## src/rtl/rtc_spi_pkg.sv

```systemverilog
package rtc_spi_pkg;

   // Mode field of the command byte: bit 1 = single, bit 0 = read
   typedef enum logic [1:0] {
      XM_BURST_WR  = 2'b00,
      XM_BURST_RD  = 2'b01,
      XM_SINGLE_WR = 2'b10,
      XM_SINGLE_RD = 2'b11
   } xfer_mode_e;

   // Read-side visibility mask per register address
   function automatic logic [7:0] rd_mask(input logic [3:0] a);
      logic [7:0] m;
      unique case (a)
         4'd0, 4'd1: m = 8'h7F;
         4'd2:       m = 8'h3F;
         4'd3:       m = 8'h07;
         4'd4:       m = 8'h3F;
         4'd5:       m = 8'h9F;
         default:    m = 8'hFF;
      endcase
      return m;
   endfunction

endpackage

```

## src/rtl/rtc_spi_edge.sv

```systemverilog
module rtc_spi_edge #(
   parameter bit IDLE_HIGH = 1'b1
) (
   input  logic clk,
   input  logic rst_n,
   input  logic sclk,
   output logic lead,
   output logic trail
);
   logic sclk_d;

   always_ff @(posedge clk or negedge rst_n) begin
      if (!rst_n) sclk_d <= IDLE_HIGH;
      else        sclk_d <= sclk;
   end

   generate
      if (IDLE_HIGH) begin : g_idle_hi
         assign lead  =  sclk_d & ~sclk;
         assign trail = ~sclk_d &  sclk;
      end else begin : g_idle_lo
         assign lead  = ~sclk_d &  sclk;
         assign trail =  sclk_d & ~sclk;
      end
   endgenerate

endmodule

```

## src/rtl/rtc_spi_shifter.sv

```systemverilog
module rtc_spi_shifter #(
   parameter int DATA_W = 8
) (
   input  logic              clk,
   input  logic              rst_n,
   input  logic              cs,
   input  logic              trail,
   input  logic              mosi,
   output logic              byte_done,
   output logic [DATA_W-1:0] rx_byte
);
   localparam int CNT_W = $clog2(DATA_W);
   localparam logic [CNT_W-1:0] LAST = CNT_W'(DATA_W - 1);

   logic [DATA_W-2:0] sh_q;
   logic [CNT_W-1:0]  cnt_q;

   always_ff @(posedge clk or negedge rst_n) begin
      if (!rst_n) begin
         sh_q  <= '0;
         cnt_q <= '0;
      end else if (!cs) begin
         sh_q  <= '0;
         cnt_q <= '0;
      end else if (trail) begin
         sh_q  <= {sh_q[DATA_W-3:0], mosi};
         cnt_q <= cnt_q + 1'b1;
      end
   end

   assign byte_done = cs & trail & (cnt_q == LAST);
   assign rx_byte   = {sh_q, mosi};

   AST_IDLE_CLEAR: assert property (@(posedge clk) disable iff (!rst_n)
      !cs |=> (cnt_q == '0));

   AST_PARTIAL_NO_DONE: assert property (@(posedge clk) disable iff (!rst_n)
      (byte_done && $past(cs)) |-> ($past(cnt_q) == LAST - 1'b1) || $past(trail) == 1'b0);

endmodule

```

## src/rtl/rtc_spi_ctrl.sv

```systemverilog
module rtc_spi_ctrl
   import rtc_spi_pkg::*;
#(
   parameter int DATA_W  = 8,
   parameter int ADDR_W  = 4,
   parameter bit MASK_EN = 1'b1
) (
   input  logic              clk,
   input  logic              rst_n,
   input  logic              cs,
   input  logic              lead,
   input  logic              byte_done,
   input  logic [DATA_W-1:0] rx_byte,
   input  logic [DATA_W-1:0] reg_rdata,
   output logic [ADDR_W-1:0] reg_addr,
   output logic              reg_we,
   output logic [DATA_W-1:0] reg_wdata,
   output logic              miso_q
);
   localparam int MODE_LSB = DATA_W - ADDR_W - 2;

   logic [ADDR_W-1:0] addr_q;
   xfer_mode_e        mode_q;
   logic [1:0]        idx_q;   // 0 command, 1 first data, 2 later data
   logic              load_q;
   logic [DATA_W-1:0] tx_q;
   logic [DATA_W-1:0] rd_val;
   logic              is_rd, is_single, data_ok, rd_phase;

   assign is_rd     = mode_q[0];
   assign is_single = mode_q[1];
   assign data_ok   = (idx_q == 2'd1) || (idx_q != 2'd0 && !is_single);
   assign rd_phase  = is_rd && data_ok;

   assign reg_addr  = addr_q;
   assign reg_wdata = rx_byte;
   assign reg_we    = byte_done && !is_rd && data_ok;

   generate
      if (MASK_EN) begin : g_mask
         assign rd_val = reg_rdata & rd_mask(addr_q);
         AST_SEC_TOP_ZERO: assert property (@(posedge clk) disable iff (!rst_n || !cs)
            (load_q && addr_q == '0) |=> !tx_q[DATA_W-1]);
      end else begin : g_raw
         assign rd_val = reg_rdata;
      end
   endgenerate

   always_ff @(posedge clk or negedge rst_n) begin
      if (!rst_n) begin
         addr_q <= '0;
         mode_q <= XM_BURST_WR;
         idx_q  <= '0;
         load_q <= 1'b0;
         tx_q   <= '0;
         miso_q <= 1'b0;
      end else if (!cs) begin
         idx_q  <= '0;
         load_q <= 1'b0;
         tx_q   <= '0;
         miso_q <= 1'b0;
      end else begin
         load_q <= 1'b0;
         if (byte_done) begin
            if (idx_q == 2'd0) begin
               addr_q <= rx_byte[DATA_W-1 -: ADDR_W];
               mode_q <= xfer_mode_e'(rx_byte[MODE_LSB +: 2]);
               idx_q  <= 2'd1;
               load_q <= rx_byte[MODE_LSB];
            end else begin
               idx_q <= 2'd2;
               if (!is_single) begin
                  addr_q <= addr_q + 1'b1;
                  load_q <= is_rd;
               end
            end
         end
         if (load_q)
            tx_q <= rd_val;
         else if (lead && rd_phase)
            tx_q <= {tx_q[DATA_W-2:0], 1'b0};
         if (lead)
            miso_q <= rd_phase ? tx_q[DATA_W-1] : 1'b0;
      end
   end

   // checker state: strobes seen in the current frame
   logic [1:0] wr_seen_q;
   always_ff @(posedge clk or negedge rst_n) begin
      if (!rst_n)                        wr_seen_q <= '0;
      else if (!cs)                      wr_seen_q <= '0;
      else if (reg_we && wr_seen_q != 2'd3) wr_seen_q <= wr_seen_q + 1'b1;
   end

   AST_SINGLE_ONE_WRITE: assert property (@(posedge clk) disable iff (!rst_n)
      (reg_we && is_single) |-> (wr_seen_q == 2'd0));

   AST_BURST_STEP: assert property (@(posedge clk) disable iff (!rst_n || !cs)
      (byte_done && idx_q != 2'd0 && !is_single) |=> (addr_q == $past(addr_q) + 1'b1));

   AST_CMD_MISO_LOW: assert property (@(posedge clk) disable iff (!rst_n)
      (cs && idx_q == 2'd0) |-> !miso_q);

endmodule

```

## src/rtl/rtc_spi_regslave.sv

```systemverilog
module rtc_spi_regslave #(
   parameter int DATA_W    = 8,
   parameter int ADDR_W    = 4,
   parameter bit IDLE_HIGH = 1'b1,
   parameter bit MASK_EN   = 1'b1
) (
   input  logic              clk,
   input  logic              rst_n,
   input  logic              spi_cs,
   input  logic              spi_sclk,
   input  logic              spi_mosi,
   output logic              spi_miso,
   output logic [ADDR_W-1:0] reg_addr,
   output logic              reg_we,
   output logic [DATA_W-1:0] reg_wdata,
   input  logic [DATA_W-1:0] reg_rdata
);
   generate
      if (DATA_W != 8) begin : g_bad_width
         $error("DATA_W must be 8: the read masks are byte wide");
      end
      if (ADDR_W + 4 != DATA_W) begin : g_bad_addr
         $error("ADDR_W must fill the upper nibble of the command byte");
      end
   endgenerate

   logic              lead, trail, byte_done, miso_q;
   logic [DATA_W-1:0] rx_byte;

   rtc_spi_edge #(.IDLE_HIGH(IDLE_HIGH)) u_edge (
      .clk   (clk),
      .rst_n (rst_n),
      .sclk  (spi_sclk),
      .lead  (lead),
      .trail (trail)
   );

   rtc_spi_shifter #(.DATA_W(DATA_W)) u_shift (
      .clk       (clk),
      .rst_n     (rst_n),
      .cs        (spi_cs),
      .trail     (trail),
      .mosi      (spi_mosi),
      .byte_done (byte_done),
      .rx_byte   (rx_byte)
   );

   rtc_spi_ctrl #(.DATA_W(DATA_W), .ADDR_W(ADDR_W), .MASK_EN(MASK_EN)) u_ctrl (
      .clk       (clk),
      .rst_n     (rst_n),
      .cs        (spi_cs),
      .lead      (lead),
      .byte_done (byte_done),
      .rx_byte   (rx_byte),
      .reg_rdata (reg_rdata),
      .reg_addr  (reg_addr),
      .reg_we    (reg_we),
      .reg_wdata (reg_wdata),
      .miso_q    (miso_q)
   );

   assign spi_miso = spi_cs & miso_q;

   AST_WE_SPACED: assert property (@(posedge clk) disable iff (!rst_n)
      reg_we |=> !reg_we);

endmodule

```

## config.mk

```make
export PLATFORM = sky130hd
export DESIGN_NAME = rtc_spi_regslave
export DESIGN_NICKNAME = d
export VERILOG_FILES = /design/src/rtl/rtc_spi_pkg.sv /design/src/rtl/rtc_spi_edge.sv /design/src/rtl/rtc_spi_shifter.sv /design/src/rtl/rtc_spi_ctrl.sv /design/src/rtl/rtc_spi_regslave.sv
export SDC_FILE = /design/constraint.sdc
export NUM_CORES = 1
export LEC_CHECK = 0
export BUFFER_PORTS_ARGS = -buffer_cell sky130_fd_sc_hd__buf_2
export CAP_MARGIN = 10
export CORE_MARGIN = 2
export CORE_UTILIZATION = 55
export DETAILED_ROUTE_END_ITERATION = 8
export GPL_ROUTABILITY_DRIVEN = 0
export PLACE_DENSITY = 0.75
export SETUP_SLACK_MARGIN = 0.02
export SYNTH_ARGS = -nofsm -noshare
export SYNTH_HDL_FRONTEND = slang
export SYNTH_SLANG_ARGS = --single-unit
```

## constraint.sdc

```tcl
create_clock -name clk -period 3.5 [get_ports clk]
set_clock_uncertainty 0.2 [all_clocks]
set_input_delay 0.7 -clock clk [delete_from_list [all_inputs] [get_ports clk]]
set_output_delay 0.7 -clock clk [all_outputs]
set_load 0.01 [all_outputs]
```

==> results.json, run 1 <==
{
  "status": "complete, no violations",
  "viasPerCell": 6.06,
  "grt_max_degree": 30,
  "ctsHoldBuffers": 0,
  "maxSlewHeadroom_pct": 56.5,
  "synth_nets": 185,
  "powerDensity_mw_per_mm2": 338,
  "avgRoutedWirePerCell_um": 15.0,
  "tritoncts": "done",
  "vias": 1351,
  "placed_cell_area_mm2": 0.00174,
  "min_period_ns": 2.65,
  "synth_cell_type_count": 40,
  "syn_to_final_growth_pct": 13.0,
  "antenna_found_initial": 0,
  "ir_drop_mv": 0.309,
  "worst_r2r_endpoint": "u_ctrl.tx_q[5]",
  "ys_seq_area_share_pct": 45.4,
  "max_clock_freq_mhz": 377,
  "finalPower_w": 0.000611,
  "crit_path_max_incr_delay_ns": 0.38,
  "rr_startpoint": "u_ctrl.reg_addr[1]",
  "clkTransAtPathRegs_ns": 0.09,
  "startpoint_type": "flop",
  "ys_top_cells_by_area": "dfrtp_1 44%, nand2_1 6.6%, a21boi_0 5.2%",
  "grt_use_total_pct": 23.0,
  "cp_common_cell": "ha_1",
  "critPathRequiredTime_ns": 2.60,
  "maxCapViolations": 0,
  "wirelength_mm": 3.33,
  "dieArea_mm2": 0.00336,
  "numClockSinks": 29,
  "crit_family": "simple AND/OR/NAND/NOR gates",
  "crit_buf_inv": 1,
  "synth_cells": 166,
  "grt_pass1_vias": 1292,
  "cts_resized": 0,
  "ioPinCount": 27,
  "yosysTopAreaCell": "dfrtp_1",
  "ys.flop_type": "dfrtp_1",
  "endpoint_kind": "primary output",
  "hpwlAfterDp_mm": 2.33,
  "drt_iter0_markers": 71,
  "cts_root_buffer": "clkbuf_4",
  "synth_top_area_share_pct": 43.8,
  "synthArstFlopShare_pct": 100,
  "postRouteAntennaNets": 0,
  "portBuffers": 26,
  "worstPathArrival_ns": 1.75,
  "cts_max_path_buffers": 2,
  "drc": 0,
  "ys_ff_latch": 29,
  "drt_pass1_iterations": 4,
  "fin_nets": 210,
  "fin_tns_setup_ns": 0,
  "path_cells": "ha_1, ha_1, nand4b_1, nor4_1, buf_2",
  "grt_pass1_wl_mm": 5.85,
  "rsz0062_at_grt": "no",
  "drv_slew": 0,
  "initial_core_util_pct": 58.0,
  "layout_worst_path_cycle_share_pct": 75.7,
  "leakagePower_nw": 0.828,
  "finalHoldViolations": 0,
  "synth_edf_count": 0,
  "core_area_mm2": 0.00276,
  "netlist_area_mm2": 0.00160,
  "hold_class": "in2async",
  "final-setup-viol-count": 0,
  "die_h_um": 57.9,
  "fp-row-count": 19,
  "crit_start": "u_shift.cnt_q[0]",
  "clk_latency_ns": 0.33,
  "grt_overflow_total": 0,
  "cts_buffers": 5,
  "drive_above_1_share_pct": 22.4,
  "yosys_warnings": 0,
  "worstSetupPathType": "reg2out",
  "fin_area_mm2": 0.00181,
  "die_w_um": 57.9,
  "synth.avg_cell_area_um2": 9.64,
  "post_cts_buffers": 0,
  "antenna_cells": 0,
  "reg2reg_slack_ns": 1.43,
  "r2r_cells": 5,
  "worst_slew_pin_slew_ns": 0.650,
  "critPathMaxFanout": 7,
  "htree_levels": 2,
  "cp_slowest_cell": "dfrtp_1"
}
where the power goes:
| part | total (W) | switching (W) | internal (W) |
|---|---|---|---|
| Combinational | 0.0000330 | 0.0000205 | 0.0000124 |
| Sequential | 0.000341 | 0.00000258 | 0.000338 |
| Clock | 0.000237 | 0.000121 | 0.000116 |
| Total | 0.000611 | 0.000144 | 0.000467 |
layer usage:
layer	track usage, %	routed length (µm)
met1	29.8	1520
met2	36.4	1590
met3	6.47	170
met4	9.97	62
met5	0	0
metrics by stage:
| stage | instances | utilization (%) | hold WS, ns | setup slack (ns) |
|---|---|---|---|---|
| floorplan | 166 | - | 0.204 | 1.21 |
| global placement | 215 | 63.0 | 0.324 | 1.03 |
| detailed placement | 215 | 63.0 | 0.338 | 1.01 |
| CTS | 223 | 65.6 | 0.194 | 0.809 |
| global route | 223 | 65.6 | 0.217 | 0.599 |
| finish | 223 | 65.6 | 0.174 | 0.850 |
worst max-delay path by stage:
stage	depth (start not counted)	to
6_report	5	reg_we
5_1_grt	5	reg_we
4_1_cts	5	reg_we
3_5_place_dp	4	reg_we
3_3_place_gp	4	reg_we
2_1_floorplan	2	reg_we
state kept, by name, summed over array words and instances (netlist names):
name             flops
u_ctrl.idx_q         2
u_shift.cnt_q        3
u_shift.sh_q         7
u_ctrl.miso_q        1
u_edge.sclk_d        1
u_ctrl.tx_q          8
u_ctrl.load_q        1
u_ctrl.mode_q        2
u_ctrl.reg_addr      4
synthesized netlist by cell type (4+ instances only):
cell,n
dfrtp_1,28
nand2_1,28
a21boi_0,11
inv_1,7
clkbuf_1,6
ha_1,6
nand2b_1,6
o21ai_0,6
nor2_1,5
a21oi_1,4
a2bb2oi_1,4
o22ai_1,4
layout make-up:
cell class	instances	area (µm²)
Multi-Input combinational cell	121	808
Tap cell	31	38.8
Clock buffer	7	65.1
Sequential cell	29	727
Fill cell	241	950
Clock inverter	1	5.00
Timing Repair Buffer	27	138
Inverter	7	26.3
kinds of logic (layout without fill, tap and decap cells):
group	Yosys count	count (layout)	synth area share, %
buffers and inverters	16	42	4.07
flip-flops	29	29	45.4
multiplexers	2	2	1.41
adder cells (fa/ha/maj)	6	6	4.69
XOR/XNOR	1	1	0.547
AO/OA/AOI/OAI	47	47	22.4
AND/OR/NAND/NOR	65	65	21.4
layout by cell type, fill, tap and decap left out, types with 2 or more instances in the layout:
cell       netlist  layout
o31ai_1          2       2
mux2_2           2       2
o21ai_0          6       6
nand2b_1         6       6
nor2_1           5       5
o22ai_1          4       4
and3b_1          3       3
clkbuf_4         0       5
a2bb2oi_1        4       4
nor4_1           2       2
and2_1           3       3
inv_1            7       7
nand3b_1         2       2
a31oi_1          2       2
dfrtp_1         28      28
o311ai_0         3       3
or2_2            2       2
nand4b_1         2       2
ha_1             6       6
nand2_1         28      28
a21oi_1          4       4
a211oi_1         2       2
o21bai_1         2       2
a21boi_0        11      11
o211ai_1         2       2
nor2b_1          2       2
nand4_1          3       3
clkbuf_8         0       2
buf_2            1      26
nand3_1          3       3
o221ai_1         3       3
No activity file was read; power rests on OpenSTA's default activity.
==> run 2: changes to the inputs <==
--- a/config.mk
+++ b/config.mk
@@ -5,13 +5,14 @@
 export SDC_FILE = /design/constraint.sdc
 export NUM_CORES = 1
 export LEC_CHECK = 0
+export ABC_AREA = 1
 export BUFFER_PORTS_ARGS = -buffer_cell sky130_fd_sc_hd__buf_2
 export CAP_MARGIN = 10
 export CORE_MARGIN = 2
-export CORE_UTILIZATION = 55
+export CORE_UTILIZATION = 49
 export DETAILED_ROUTE_END_ITERATION = 8
 export GPL_ROUTABILITY_DRIVEN = 0
-export PLACE_DENSITY = 0.75
+export PLACE_DENSITY = 0.71
 export SETUP_SLACK_MARGIN = 0.02
 export SYNTH_ARGS = -nofsm -noshare
 export SYNTH_HDL_FRONTEND = slang
==> constraint.sdc (replaced) <==
create_clock -name clk -period 2.3 [get_ports clk]
set_clock_uncertainty 0.2 [all_clocks]
set_input_delay 0.46 -clock clk [delete_from_list [all_inputs] [get_ports clk]]
set_output_delay 0.46 -clock clk [all_outputs]
set_load 0.01 [all_outputs]
==> results.json, run 2 <==
{
  "cp_slowest_cell": "dfrtp_1",
  "worst_r2r_endpoint": "u_ctrl.tx_q[3]",
  "multi_input_area_um2": 693,
  "grt_use_total_pct": 20.2,
  "seqCellArea_um2": 727,
  "hpwlAfterDp_mm": 2.23,
  "ioPinCount": 27,
  "synth.avg_cell_area_um2": 8.41,
  "critPathRequiredTime_ns": 1.64,
  "critPathMaxFanout": 3,
  "portBuffers": 26,
  "worstPathArrival_ns": 1.43,
  "crit_start": "u_shift.cnt_q[0]",
  "htree_levels": 2,
  "endpoint_kind": "primary output",
  "maxSlewHeadroom_pct": 57.8,
  "synthSimpleGateAreaFrac_pct": 27.9,
  "synth_compound_area_share_pct": 11.7,
  "initial_core_util_pct": 50.8,
  "ys_top_cells_by_area": "dfrtp_1 46%, nand2_1 12%, inv_1 5.4%",
  "nFillCells": 260,
  "clk_latency_ns": 0.33,
  "yosysTopAreaCell": "dfrtp_1",
  "wirelength_mm": 3.02,
  "fp-row-count": 20,
  "grt_overflow_total": 0,
  "finalPower_w": 0.000862,
  "die_h_um": 60.0,
  "drv_slew": 0,
  "min_period_ns": 2.09,
  "vias": 1267,
  "die_w_um": 60.0,
  "synth_top_family_by_area": "simple AND/OR/NAND/NOR gates",
  "status": "complete, no violations",
  "numClockSinks": 29,
  "max_clock_freq_mhz": 479,
  "worstSetupPathType": "reg2out",
  "grt_pass1_wl_mm": 5.29,
  "final_cell_mix": "49 x nand2_1, 28 x dfrtp_1, 26 x buf_2",
  "viasPerCell": 4.89,
  "yosys_warnings": 0,
  "cp_common_cell": "ha_1",
  "avgRoutedWirePerCell_um": 11.7,
  "rr_startpoint": "u_ctrl.reg_addr[0]",
  "drc": 0,
  "leakagePower_nw": 0.929,
  "worst_slew_pin_slew_ns": 0.634,
  "finalHoldViolations": 0,
  "post_cts_buffers": 0,
  "postRouteAntennaNets": 0,
  "powerDensity_mw_per_mm2": 489,
  "drive_above_1_share_pct": 21.4,
  "synthArstFlopShare_pct": 100,
  "synth_nets": 202,
  "maxCapViolations": 0,
  "ir_drop_mv": 0.275,
  "netlist_area_mm2": 0.00154,
  "synth_most_common_cell": "nand2_1",
  "synth_top_area_share_pct": 45.5,
  "synth_cells": 183,
  "layout_worst_path_cycle_share_pct": 90.9,
  "grt_max_degree": 30,
  "syn_to_final_growth_pct": 14.6,
  "regMostFlops": "u_ctrl.tx_q",
  "largest_reg_flops": 8,
  "startpoint_type": "flop",
  "crit_path_max_incr_delay_ns": 0.40,
  "synth_cell_type_count": 26,
  "ys_ff_latch": 29,
  "synth_mux_area_share_pct": 0,
  "drt_iter0_markers": 54,
  "antenna_cells": 0,
  "synthXorXnorAreaFrac_pct": 0.569,
  "core_area_mm2": 0.00303,
  "drt_pass1_iterations": 4,
  "reg2reg_slack_ns": 0.65,
  "cts_max_path_buffers": 2,
  "synthAdderAreaFrac_pct": 4.88,
  "synthTopCellsByCount": "49 x nand2_1, 28 x dfrtp_1, 22 x inv_1",
  "fin_tns_setup_ns": 0,
  "clkTransAtPathRegs_ns": 0.09,
  "mostFrequentLayoutCell": "nand2_1",
  "r2r_cells": 10,
  "antenna_found_initial": 0,
  "fin_nets": 233,
  "synth_edf_count": 0,
  "path_cells": "ha_1, ha_1, nand2_4, nor2_1, buf_2",
  "ys.flop_type": "dfrtp_1",
  "final-setup-viol-count": 0,
  "hold_class": "in2reg",
  "cts_root_buffer": "clkbuf_4",
  "cts_buffers": 5,
  "grt_pass1_vias": 1230,
  "rsz0062_at_grt": "no",
  "endpoint": "reg_we",
  "dieArea_mm2": 0.00360,
  "tritoncts": "done",
  "ys_seq_area_share_pct": 47.2
}
run 2: changes by cell type after synthesis, sizes merged, moves of 5 or more:
cell / change
nand2: +25
nand2b: -6
inv: +18
clkbuf: -5
nand3: +14
nor2: +12
o21ai: +11
a21boi: -11
run 2: layout make-up:
| cell class | instances | area share (%) |
|---|---|---|
| clock buffers | 6 | 2.34 |
| clock inverters | 2 | 0.568 |
| inverters | 25 | 5.46 |
| multi-input cells | 126 | 39.3 |
| flip-flops and latches | 29 | 41.2 |
| well taps | 44 | 3.12 |
| repair buffers | 27 | 7.95 |
run 2: worst min path at each step:
stage	start	endpoint	depth (start not counted)
after CTS	spi_sclk	u_edge.sclk_d	1
after global placement	u_ctrl.tx_q[6]	u_ctrl.tx_q[6]	2
after global routing	spi_sclk	u_edge.sclk_d	1
final	spi_sclk	u_edge.sclk_d	1
after detailed placement	u_shift.cnt_q[0]	u_shift.cnt_q[0]	1
after floorplan	rst_n	u_ctrl.idx_q[0]	0
run 2: logic make-up (layout without fill, tap and decap cells):
family	count (synthesis)	count (layout)
and+or+nand+nor	89	89
AOI/OAI and AO/OA	30	30
adders and majority gates	6	6
DFF	29	29
xor gates and xnor gates	1	1
buffers and inverters	28	60
run 2: per-layer routing:
metal	routed length (µm)	share of wire, %	up-vias	GRT usage [%]
met5	0	0	-	0
met4	48	1.6	0	8.57
met3	124	4.1	6	4.76
met2	1470	49	23	33.9
met1	1380	46	587	24.8
li1	-	-	651	-
run 2: per-stage QoR:
step                      setup slack (ns)  hold WS (ns)  utilization [%]  instance area, µm²  cells
after CTS                            0.196        0.0557             58.2                1760    259
final                                0.210        0.0646             58.2                1760    259
after global placement               0.413         0.292             56.2                1700    250
after detailed placement             0.360         0.296             56.2                1700    250
after global routing                 0.140        0.0612             58.2                1760    259
after floorplan                      0.722       -0.0356                -                1540    183
run 2: report_power, final:
group | leakage [nW] | internal, W | switching (W)
logic | 0.517 | 0.0000180 | 0.0000365
clock network | 0.0320 | 0.000116 | 0.000175
registers | 0.380 | 0.000514 | 0.00000218
run 2: repair_timing:
| item | CTS | global route |
|---|---|---|
| gates resized for setup | 0 | 0 |
| hold buffers | 1 | 0 |
| setup endpoints to repair | 0 | 0 |
| hold endpoints to repair | 28 | 0 |
run 2: critical path, delay by kind of cell (launching register included):
kind	cells	cell delay, ns
flip-flops	1	0.40
AND/OR/NAND/NOR	2	0.14
buffers and inverters	1	0.13
adder cells (fa/ha/maj)	2	0.43
